**src/rtl/dbg_sel_pkg.sv**
```systemverilog
package dbg_sel_pkg;
  localparam int unsigned DBG_NUM_MODS = 4;
  localparam int unsigned DBG_CMD_W    = 53;

  typedef enum logic [1:0] {
    MOD_SYSBUS = 2'd0,
    MOD_CPU_A  = 2'd1,
    MOD_CPU_B  = 2'd2,
    MOD_CONSOLE = 2'd3
  } dbg_mod_e;
endpackage

```
**src/rtl/dbg_cmd_shreg.sv**
```systemverilog
// LSB-first command shifter: new bits enter at the top, so the last bit
// shifted (the command MSB) is always at CMD_W-1 on Update-DR.
module dbg_cmd_shreg #(
  parameter int unsigned CMD_W = 53,
  parameter int unsigned SEL_W = 2
) (
  input  logic             tck_i,
  input  logic             rst_ni,
  input  logic             shift_en_i,
  input  logic             tdi_i,
  output logic             flag_o,
  output logic [SEL_W-1:0] mod_o
);
  localparam int unsigned FLAG_POS = CMD_W - 1;
  localparam int unsigned MOD_TOP  = CMD_W - 2;

  logic [CMD_W-1:0] sr_q;

  always_ff @(posedge tck_i or negedge rst_ni) begin
    if (!rst_ni)         sr_q <= '0;
    else if (shift_en_i) sr_q <= {tdi_i, sr_q[CMD_W-1:1]};
  end

  assign flag_o = sr_q[FLAG_POS];
  assign mod_o  = sr_q[MOD_TOP -: SEL_W];
endmodule

```
**src/rtl/dbg_sel_reg.sv**
```systemverilog
module dbg_sel_reg #(
  parameter int unsigned NUM_MODS = 4,
  parameter int unsigned SEL_W    = 2
) (
  input  logic             tck_i,
  input  logic             rst_ni,
  input  logic             tlr_i,
  input  logic             load_i,
  input  logic [SEL_W-1:0] mod_i,
  output logic [SEL_W-1:0] sel_o,
  output logic             valid_o
);
  logic in_range;

  generate
    if (NUM_MODS == (1 << SEL_W)) begin : g_full
      assign in_range = 1'b1;
    end else begin : g_part
      assign in_range = (32'(mod_i) < NUM_MODS);
    end
  endgenerate

  always_ff @(posedge tck_i or negedge rst_ni) begin
    if (!rst_ni) begin
      sel_o   <= '0;
      valid_o <= 1'b0;
    end else if (tlr_i) begin
      sel_o   <= '0;
      valid_o <= 1'b0;
    end else if (load_i && in_range) begin
      sel_o   <= mod_i;
      valid_o <= 1'b1;
    end
  end
endmodule

```
**src/rtl/dbg_strobe_gate.sv**
```systemverilog
module dbg_strobe_gate #(
  parameter int unsigned NUM_MODS = 4,
  parameter int unsigned SEL_W    = 2
) (
  input  logic                dbg_ir_i,
  input  logic                valid_i,
  input  logic [SEL_W-1:0]    sel_i,
  input  logic                flag_i,
  input  logic                shift_i,
  input  logic                capture_i,
  input  logic                update_i,
  input  logic [NUM_MODS-1:0] mod_tdo_i,
  output logic [NUM_MODS-1:0] shift_o,
  output logic [NUM_MODS-1:0] capture_o,
  output logic [NUM_MODS-1:0] update_o,
  output logic                tdo_o
);
  logic live;
  logic [NUM_MODS-1:0] hit;
  logic [NUM_MODS-1:0] tdo_pick;

  assign live = dbg_ir_i && valid_i;

  generate
    for (genvar m = 0; m < NUM_MODS; m++) begin : g_mod
      assign hit[m]       = live && (sel_i == SEL_W'(m));
      assign shift_o[m]   = hit[m] && shift_i;
      assign capture_o[m] = hit[m] && capture_i;
      // a select update belongs to this block, not to any module
      assign update_o[m]  = hit[m] && update_i && !flag_i;
      assign tdo_pick[m]  = valid_i && (sel_i == SEL_W'(m)) && mod_tdo_i[m];
    end
  endgenerate

  assign tdo_o = |tdo_pick;
endmodule

```
**src/rtl/dbg_module_selector.sv**
```systemverilog
module dbg_module_selector
  import dbg_sel_pkg::*;
#(
  parameter int unsigned NUM_MODS = DBG_NUM_MODS,
  parameter int unsigned CMD_W    = DBG_CMD_W,
  parameter int unsigned SEL_W    = $clog2(NUM_MODS)
) (
  input  logic                tck_i,
  input  logic                rst_ni,
  input  logic                tlr_i,
  input  logic                dbg_ir_i,
  input  logic                tdi_i,
  input  logic                shift_i,
  input  logic                capture_i,
  input  logic                update_i,
  input  logic [NUM_MODS-1:0] mod_tdo_i,
  output logic                mod_tdi_o,
  output logic [NUM_MODS-1:0] mod_shift_o,
  output logic [NUM_MODS-1:0] mod_capture_o,
  output logic [NUM_MODS-1:0] mod_update_o,
  output logic                tdo_o,
  output logic [SEL_W-1:0]    sel_o,
  output logic                sel_valid_o
);
  logic             cmd_flag;
  logic [SEL_W-1:0] cmd_mod;
  logic             shift_en;
  logic             sel_load;

  assign shift_en  = dbg_ir_i && shift_i && !tlr_i;
  assign sel_load  = dbg_ir_i && update_i && cmd_flag;
  assign mod_tdi_o = tdi_i;

  dbg_cmd_shreg #(.CMD_W(CMD_W), .SEL_W(SEL_W)) u_shreg (
    .tck_i      (tck_i),
    .rst_ni     (rst_ni),
    .shift_en_i (shift_en),
    .tdi_i      (tdi_i),
    .flag_o     (cmd_flag),
    .mod_o      (cmd_mod)
  );

  dbg_sel_reg #(.NUM_MODS(NUM_MODS), .SEL_W(SEL_W)) u_sel (
    .tck_i   (tck_i),
    .rst_ni  (rst_ni),
    .tlr_i   (tlr_i),
    .load_i  (sel_load),
    .mod_i   (cmd_mod),
    .sel_o   (sel_o),
    .valid_o (sel_valid_o)
  );

  dbg_strobe_gate #(.NUM_MODS(NUM_MODS), .SEL_W(SEL_W)) u_gate (
    .dbg_ir_i  (dbg_ir_i),
    .valid_i   (sel_valid_o),
    .sel_i     (sel_o),
    .flag_i    (cmd_flag),
    .shift_i   (shift_i),
    .capture_i (capture_i),
    .update_i  (update_i),
    .mod_tdo_i (mod_tdo_i),
    .shift_o   (mod_shift_o),
    .capture_o (mod_capture_o),
    .update_o  (mod_update_o),
    .tdo_o     (tdo_o)
  );
endmodule

```
**config.mk**
```make
export PLATFORM = sky130hd
export DESIGN_NAME = dbg_module_selector
export DESIGN_NICKNAME = d
export VERILOG_FILES = /design/src/rtl/dbg_sel_pkg.sv /design/src/rtl/dbg_cmd_shreg.sv /design/src/rtl/dbg_sel_reg.sv /design/src/rtl/dbg_strobe_gate.sv /design/src/rtl/dbg_module_selector.sv
export SDC_FILE = /design/constraint.sdc
export NUM_CORES = 1
export LEC_CHECK = 0
export BUFFER_PORTS_ARGS = -buffer_cell sky130_fd_sc_hd__buf_2
export CAP_MARGIN = 20
export CORE_AREA = 2 2 39 41
export DETAILED_ROUTE_END_ITERATION = 8
export DIE_AREA = 0 0 41 43
export PLACE_DENSITY = 0.69
export REMOVE_ABC_BUFFERS = 1
export SLEW_MARGIN = 10
export SYNTH_ARGS = -nofsm -noshare
export SYNTH_HDL_FRONTEND = slang
export SYNTH_SLANG_ARGS = --single-unit
```
**constraint.sdc**
```tcl
create_clock -name tck_i -period 2.01 [get_ports tck_i]
set_clock_uncertainty 0.15 [all_clocks]
set_input_delay 0.402 -clock tck_i [delete_from_list [all_inputs] [get_ports tck_i]]
set_output_delay 0.402 -clock tck_i [all_outputs]
set_load 0.02 [all_outputs]
```
==> results of run 1 <==
-- Yosys cell counts --
cell | count | area share (%)
or2b_1 | 1 | 1.9
nor2_1 | 10 | 9.7
mux2_2 | 3 | 8.8
nand4b_1 | 1 | 2.3
a31oi_1 | 1 | 1.6
nand3b_1 | 1 | 1.9
and3_1 | 1 | 1.6
buf_6 | 1 | 2.9
nor3_1 | 3 | 3.9
and2_1 | 1 | 1.6
nand3_1 | 2 | 2.6
mux2i_1 | 2 | 5.2
mux4_2 | 1 | 5.8
nand2b_1 | 5 | 8.1
nand2_1 | 1 | 0.97
buf_4 | 1 | 1.9
dfrtp_1 | 6 | 39
-- final timing paths --
kind                                        from               end  slack [ps]  depth (start not counted)
worst max-delay path              u_sel.sel_o[0]             tdo_o          80                          3
worst min-delay path                       tlr_i     u_sel.valid_o         220                          2
worst max register to register    u_sel.sel_o[0]    u_sel.sel_o[0]         920                          3
worst min register to register  u_shreg.sr_q[50]  u_shreg.sr_q[50]         360                          1
max in group asynchronous                 rst_ni  u_shreg.sr_q[52]        1210                          2
min in group asynchronous                 rst_ni     u_sel.valid_o         360                          2
-- metal layers --
layer	up-vias	track usage, %
li1	203	-
met1	182	12.0
met2	23	17.8
met3	0	6.28
met4	0	6.00
met5	-	0
-- power by group through the flow --
stage | logic (uW) | clock network [uW] | registers, uW
2_1_floorplan | 45.6 | 0 | 169
3_3_place_gp | 84.1 | 0 | 165
3_5_place_dp | 85.5 | 0 | 166
4_1_cts | 87.3 | 111 | 164
5_1_grt | 98.8 | 121 | 168
6_report | 88.2 | 109 | 164
-- metrics by stage --
| stage | cell area (um2) | util [%] | power [uW] | hold WS, ps | worst slack, ps |
|---|---|---|---|---|---|
| after floorplan | 367 | - | 214 | -43.6 | 158 |
| after global routing | 576 | 41.6 | 387 | 221 | 18.5 |
| final | 576 | 41.6 | 361 | 222 | 81.2 |
| after global placement | 534 | 38.6 | 249 | 79.3 | 208 |
| after detailed placement | 534 | 38.6 | 251 | 82.9 | 205 |
| after CTS | 567 | 41.0 | 362 | 219 | 50.0 |
-- layout make-up --
cell class | count | area [um2] | share of cell area, %
Multi-Input combinational cell | 33 | 219 | 38.0
Timing Repair Buffer | 30 | 164 | 28.5
Sequential cell | 6 | 150 | 26.1
Clock buffer | 3 | 22.5 | 3.91
Tap cell | 16 | 20.0 | 3.48
-- placed cells by master, fill, tap and decap left out, drive strengths merged --
cell type,count
clkbuf,3
mux4,1
or2b,1
buf,29
a31oi,1
and2,1
mux2i,2
nor3,3
and3,1
nand3,2
nand4b,1
dfrtp,6
nand2,1
nor2,10
nand3b,1
dlygate4sd3,1
mux2,3
nand2b,5
-- worst reg2reg max path, delay by kind of cell, from the launching register on --
family / cells / cell delay, ps
simple gates: 1 / 220
mux: 1 / 120
buf+inv: 1 / 160
flops: 1 / 360
-- state kept, by name, indices dropped and copies added (netlist names) --
| name | flops |
|---|---|
| u_sel.valid_o | 1 |
| u_shreg.sr_q | 3 |
| u_sel.sel_o | 2 |
-- cell families (layout without fill, tap and decap cells) --
logic type             count (synthesis)  count (layout)  synth area share (%)
AND/OR/NAND/NOR                       26              26                  34.7
multiplexers                           6               6                  19.8
flip-flops                             6               6                  39.0
buffers and inverters                  2              33                  4.87
AO/OA/AOI/OAI                          1               1                  1.62
-- repair_timing --
| item | CTS | global route |
|---|---|---|
| endpoints found under the setup margin | 0 | 1 |
| gates resized for setup | 0 | 3 |
| hold buffers | 1 | 0 |
| hold endpoints to repair | 6 | 0 |
==> results.py, run 1 <==
metrics = {
    "clock_network": {
        "clock_latency_ps": 240,
        "cts_setup_buffers": 0,
        "cts_buffer_depth": 2,
        "cts-root-buf": "clkbuf_4",
        "cts.sinks": 6,
        "clk_pin_slew_ps": 40,
        "numCtsBuffers": 3,
        "cts_tree": "built",
        "h-tree-depth": 1,
    },
    "drt": {
        "antenna_left": 0,
        "via_count": 408,
        "wl_met2_um": 452,
        "route.met3.wl_um": 81,
        "drt_iter0_drc": 8,
        "viasPerCell": 4.64,
        "routed_wl_um": 909,
        "met1Wirelength_um": 375,
        "drtPass1Iterations": 4,
        "route.detailed.drc": 0,
        "top_layer": "met3",
        "wire_per_inst_um": 10.3,
    },
    "sta": {
        "min_period_over_period_pct": 96.0,
        "hold_viol_final": 0,
        "finalSetupTns_ps": 0,
        "max_freq_mhz": 518,
        "tightest_slew_ps": 267,
        "relSlewSlack_pct": 82.2,
        "drv_slew": 0,
        "rsz0062_at_grt": "no",
        "min_period_ps": 1930,
        "setup_violations": 0,
    },
    "power_and_ir_drop": {
        "intPower_uw": 261,
        "cellPowerDensity_nw_per_um2": 627,
        "power_switching_uw": 100,
        "p_clk_share_pct": 30.2,
        "sw_frac_of_total_pct": 27.8,
        "comb_power_share_pct": 24.4,
        "power_leakage_uw": 0.000298,
        "vdd_ir_drop_max_v": 0.000344,
        "seqPwrFrac_pct": 45.4,
    },
    "placement": {
        "place.detailed.instances": 84,
        "hpwl_um": 729,
        "port_buffers": 28,
        "routabilityCongestion": 0.733,
    },
    "floorplanning": {
        "io-pin-count": 29,
        "row_count": 14,
        "die_h_um": 43,
        "die_area_um2": 1760,
        "chipWidth_um": 41,
        "start_util_pct": 27.8,
        "coreArea_um2": 1380,
    },
    "grt": {
        "antenna_found_initial": 0,
        "grt_max_degree": 10,
        "grt.overflow.total": 0,
        "grt_pass1_wl_um": 1340,
        "grt_pass1_vias": 345,
        "grt.total_usage_pct": 11.6,
    },
    "logic_synthesis": {
        "synth_area_um2": 385,
        "syn_area_per_cell_um2": 9.40,
        "synth.distinct_cells": 17,
        "yosysSeqAreaShare_pct": 39.0,
        "ys.warnings.count": 0,
        "netlist_instances": 41,
        "yosys_register_bits": 6,
    },
    "setup_path": {
        "crit_path_end_kind": "output port",
        "worstPathArrival_ps": 1380,
        "crit_path_max_fanout": 2,
        "crit_buf_inv": 1,
        "path_class": "reg -> out",
        "cp_slowest_cell": "mux4_2",
        "max_stage_delay_ps": 490,
        "cp_data_required_time_ps": 1460,
        "crit_family": "multiplexers",
        "path_cells": "mux4_2 -> and2_4 -> buf_6",
        "startpoint_type": "flip-flop",
    },
    "layout": {
        "n_antenna_cell": 0,
        "finalNonFillerCells": 88,
        "nNetsFinal": 86,
        "layout-drive-gt1-share_pct": 51.4,
        "area_growth_pct": 49.4,
        "fillCellCount": 141,
    },
    "worst_hold_path": {
        "hold_path_class": "in -> reg",
    },
    "status": {
        "status": "complete, no violations",
    },
    "run": {
        "maxCapViolCount": 0,
    },
}
Power figures use the tool's default switching activity.
==> inputs of run 2 (changes only) <==
GPL_TIMING_DRIVEN = 0   (was unset)
==> results.py, run 2 (synthesis results as in run 1) <==
metrics = {
    "layout": {
        "layout-drive-gt1-share_pct": 51.4,
        "largest_reg_flops": 3,
        "final_common_cell": "buf_2",
        "top_register": "u_shreg.sr_q",
        "n_antenna_cell": 0,
        "nNetsFinal": 86,
        "area_growth_pct": 47.4,
        "reg_top3": "u_shreg.sr_q x3, u_sel.sel_o x2, u_sel.valid_o x1",
        "layout_common_cells": "buf_2, nor2_1, nand2b_1, dfrtp_1",
        "finalNonFillerCells": 88,
    },
    "placement": {
        "port_buffers": 28,
        "routabilityCongestion": 0.737,
        "place.detailed.instances": 83,
        "dp_slack_ps": 114,
    },
    "setup_path": {
        "path_class": "reg -> out",
        "startpoint_type": "flip-flop",
        "cp_slowest_cell": "mux4_2",
        "crit_start": "u_sel.sel_o[0]",
        "path_cells": "mux4_2 -> and2_1 -> buf_2",
        "crit_family": "multiplexers",
        "crit_buf_inv": 1,
        "max_stage_delay_ps": 480,
        "cp_data_required_time_ps": 1460,
        "reg2reg_slack_ps": 930,
        "r2r_start": "u_sel.sel_o[0]",
        "worstPathArrival_ps": 1400,
        "crit_path_end_kind": "output port",
        "crit_path_max_fanout": 2,
    },
    "worst_hold_path": {
        "hold_path_class": "in -> reg",
        "hold_path.startpoint": "tlr_i",
    },
    "grt": {
        "grt_pass1_vias": 379,
        "grt.total_usage_pct": 12.0,
        "grt_pass1_wl_um": 1410,
        "grt.overflow.total": 0,
        "antenna_found_initial": 0,
        "grt_max_degree": 10,
    },
    "drt": {
        "viasPerCell": 4.59,
        "drt_iter0_drc": 4,
        "routed_wl_um": 926,
        "drtPass1Iterations": 4,
        "wire_per_inst_um": 10.5,
        "antenna_left": 0,
        "route.detailed.drc": 0,
        "via_count": 404,
    },
    "sta": {
        "finalWorstSetupSlack_ps": 55.9,
        "relSlewSlack_pct": 82.2,
        "min_period_ps": 1950,
        "max_freq_mhz": 512,
        "drv_slew": 0,
        "hold_viol_final": 0,
        "rsz0062_at_grt": "no",
        "setup_violations": 0,
        "tightest_slew_ps": 267,
        "min_period_over_period_pct": 97.2,
        "finalSetupTns_ps": 0,
    },
    "clock_network": {
        "h-tree-depth": 1,
        "cts_tree": "built",
        "clk_pin_slew_ps": 40,
        "numCtsBuffers": 3,
        "cts-root-buf": "clkbuf_4",
        "cts.sinks": 6,
        "clock_latency_ps": 240,
        "cts_buffer_depth": 2,
    },
    "floorplanning": {
        "chipWidth_um": 41,
        "coreArea_um2": 1380,
        "die_h_um": 43,
        "die_area_um2": 1760,
        "io-pin-count": 29,
        "row_count": 14,
        "start_util_pct": 27.8,
    },
    "power_and_ir_drop": {
        "vdd_ir_drop_max_v": 0.000490,
        "cellPowerDensity_nw_per_um2": 630,
        "power_leakage_uw": 0.000295,
    },
    "run": {
        "maxCapViolCount": 0,
    },
    "status": {
        "status": "complete, no violations",
    },
}
==> run 2: layout make-up <==
class / count / area, um2
sequential: 6 / 151
clock buffer: 3 / 22.5
timing repair buffer: 30 / 158
multi-input combinational: 33 / 216
tap: 16 / 20.0
fill: 154 / 816
==> run 2: final timing paths <==
| path | endpoint | cells after the start |
|---|---|---|
| max in group asynchronous | u_sel.sel_o[0] | 2 |
| hold reg to reg | u_shreg.sr_q[50] | 1 |
| hold / removal | u_sel.valid_o | 2 |
| min in group asynchronous | u_sel.sel_o[1] | 2 |
| setup / recovery | tdo_o | 3 |
| setup reg to reg | u_sel.sel_o[0] | 3 |
==> run 2: stage by stage <==
step | power (uW) | area [um2] | utilization [%] | hold slack (ps)
3_3_place_gp | 246 | 527 | 38.1 | 79.3
3_5_place_dp | 248 | 527 | 38.1 | 82.5
5_1_grt | 384 | 568 | 41.0 | 228
4_1_cts | 363 | 568 | 41.0 | 216
2_1_floorplan | 214 | 367 | - | -43.6
6_report | 358 | 568 | 41.0 | 225
==> run 2: worst register-to-register path: cells and delay by family, from the launching register on <==
family        cells  cell delay [ps]
simple gates      1              220
mux               1              110
buf+inv           1              150
flops             1              360
==> run 2: per-layer routing <==
metal / vias to the layer above / track usage [%] / share of wire, %
met4: 0 / 2.00 / 0
met1: 181 / 12.0 / 41
li1: 205 / - / -
met3: 0 / 6.28 / 8.1
met5: - / 0 / 0
met2: 18 / 20.9 / 51
==> run 2: report_power, final <==
part           switching, uW  internal (uW)
Clock                   41.0           67.4
Sequential              17.9            145
Combinational           39.8           46.6
==> run 2: what timing repair did <==
item,CTS,global route
setup buffers,1,0
hold buffers,1,0
gates resized for setup,1,0
endpoints found under the hold margin,6,0
endpoints found under the setup margin,1,0
==> inputs of run 3 (changes only) <==
CELL_PAD_IN_SITES_DETAIL_PLACEMENT = 0   (was unset)
CELL_PAD_IN_SITES_GLOBAL_PLACEMENT = 1   (was unset)
CORE_AREA = unset   (was 2 2 39 41)
CORE_MARGIN = 1.5   (was unset)
CORE_UTILIZATION = 25   (was unset)
DIE_AREA = unset   (was 0 0 41 43)
GPL_TIMING_DRIVEN = unset   (was 0)
PLACE_DENSITY = 0.82   (was 0.69)
==> results.py, run 3 (synthesis results as in run 1) <==
metrics = {
    "floorplanning": {
        "die_h_um": 42.3,
        "row_count": 13,
        "start_util_pct": 28.2,
        "io-pin-count": 29,
        "die_area_um2": 1790,
        "coreArea_um2": 1370,
        "chipWidth_um": 42.3,
    },
    "sta": {
        "max_freq_mhz": 516,
        "relSlewSlack_pct": 82.4,
        "finalWorstSetupSlack_ps": 71.1,
        "tightest_slew_ps": 263,
        "min_period_over_period_pct": 96.5,
        "setup_violations": 0,
        "min_period_ps": 1940,
        "hold_viol_final": 0,
        "drv_slew": 0,
        "finalSetupTns_ps": 0,
        "rsz0062_at_grt": "no",
    },
    "layout": {
        "largest_reg_flops": 3,
        "reg_top3": "u_shreg.sr_q x3, u_sel.sel_o x2, u_sel.valid_o x1",
        "final_common_cell": "buf_2",
        "area_growth_pct": 49.0,
        "design_area_um2": 574,
        "n_antenna_cell": 0,
        "nNetsFinal": 86,
        "layout-drive-gt1-share_pct": 51.4,
        "top_register": "u_shreg.sr_q",
        "layout_common_cells": "buf_2, nor2_1, dfrtp_1",
    },
    "setup_path": {
        "cp_slowest_cell": "mux4_2",
        "path_cells": "mux4_2 -> and2_4 -> buf_6",
        "path_class": "reg -> out",
        "crit_path_max_fanout": 2,
        "cp_data_required_time_ps": 1460,
        "crit_path_end_kind": "output port",
        "reg2reg_slack_ps": 940,
        "startpoint_type": "flip-flop",
        "max_stage_delay_ps": 500,
        "worstPathArrival_ps": 1390,
    },
    "drt": {
        "antenna_left": 0,
        "viasPerCell": 4.77,
        "wire_per_inst_um": 10.3,
        "drtPass1Iterations": 4,
        "routed_wl_um": 896,
        "via_count": 415,
        "route.detailed.drc": 0,
        "drt_iter0_drc": 6,
    },
    "placement": {
        "routabilityCongestion": 0.741,
        "postPlaceCellArea_um2": 533,
        "hpwl_um": 712,
        "port_buffers": 28,
        "dp_slack_ps": 206,
    },
    "grt": {
        "grt.overflow.total": 0,
        "grt_max_degree": 10,
        "grt.total_usage_pct": 12.0,
        "antenna_found_initial": 0,
        "grt_pass1_wl_um": 1610,
        "grt_pass1_vias": 375,
    },
    "clock_network": {
        "cts-root-buf": "clkbuf_4",
        "cts_tree": "built",
        "cts.sinks": 6,
        "clock_latency_ps": 240,
        "cts_buffer_depth": 2,
        "clk_pin_slew_ps": 40,
        "numCtsBuffers": 3,
        "h-tree-depth": 1,
        "cts_setup_buffers": 0,
    },
    "power_and_ir_drop": {
        "cellPowerDensity_nw_per_um2": 629,
        "vdd_ir_drop_max_v": 0.000331,
        "power_leakage_uw": 0.000298,
    },
    "run": {
        "maxCapViolCount": 0,
    },
    "worst_hold_path": {
        "hold_path_class": "in -> reg",
    },
    "status": {
        "status": "complete, no violations",
    },
}
==> run 3: changes by cell type in the layout (fill, tap and decap cells not counted) <==
cell | previous run | this run
and2_1 | 1 | 0
and2_4 | 0 | 1
buf_2 | 28 | 27
buf_6 | 0 | 1
dfrtp_1 | 5 | 6
dfrtp_2 | 1 | 0
==> run 3: layout make-up <==
cell class	count	area (um2)
Tap cell	15	18.8
Fill cell	144	792
Multi-Input combinational cell	33	219
Sequential cell	6	150
Timing Repair Buffer	30	164
Clock buffer	3	22.5
==> run 3: layer usage <==
metal  GRT usage (%)  up-vias  routed length (um)
met5               0        -                   0
li1                -      203                   -
met2            17.8       28                 364
met1            14.2      182                 403
met4            9.38        0                  21
met3            3.45        2                 108
==> run 3: timing repair <==
| item | CTS | global route |
|---|---|---|
| hold buffers | 1 | 0 |
| resized for setup | 0 | 3 |
| endpoints found under the setup margin | 0 | 1 |
| hold endpoints to repair | 6 | 0 |
==> run 3: where the power goes <==
part	total [uW]	internal, uW	switching [uW]
clock network	109	67.4	42.0
registers	164	145	18.8
logic	88.3	48.5	39.9
==> run 3: worst max-delay path, delay by kind of cell, from the launching register on <==
family                 cells  cell delay, ps
and+or+nand+nor            1             170
buffers and inverters      1             120
muxes                      1             500
DFF                        1             360
==> run 3: worst paths after layout <==
check | startpoint | to | cells after the start
min in group asynchronous | rst_ni | u_shreg.sr_q[50] | 2
max | u_sel.sel_o[0] | tdo_o | 3
min reg2reg | u_shreg.sr_q[50] | u_shreg.sr_q[50] | 1
min | tlr_i | u_sel.valid_o | 2
max reg2reg | u_sel.sel_o[0] | u_sel.sel_o[0] | 3
max in group asynchronous | rst_ni | u_sel.valid_o | 2
==> run 3: through the flow <==
step                total power [uW]  utilization [%]  instances  hold WS [ps]
floorplan                        214                -         39         -43.6
global placement                 249             39.0         83          80.8
detailed placement               251             39.0         83          82.8
CTS                              366             41.4         87           228
global route                     393             42.0         87           234
finish                           361             42.0         87           232
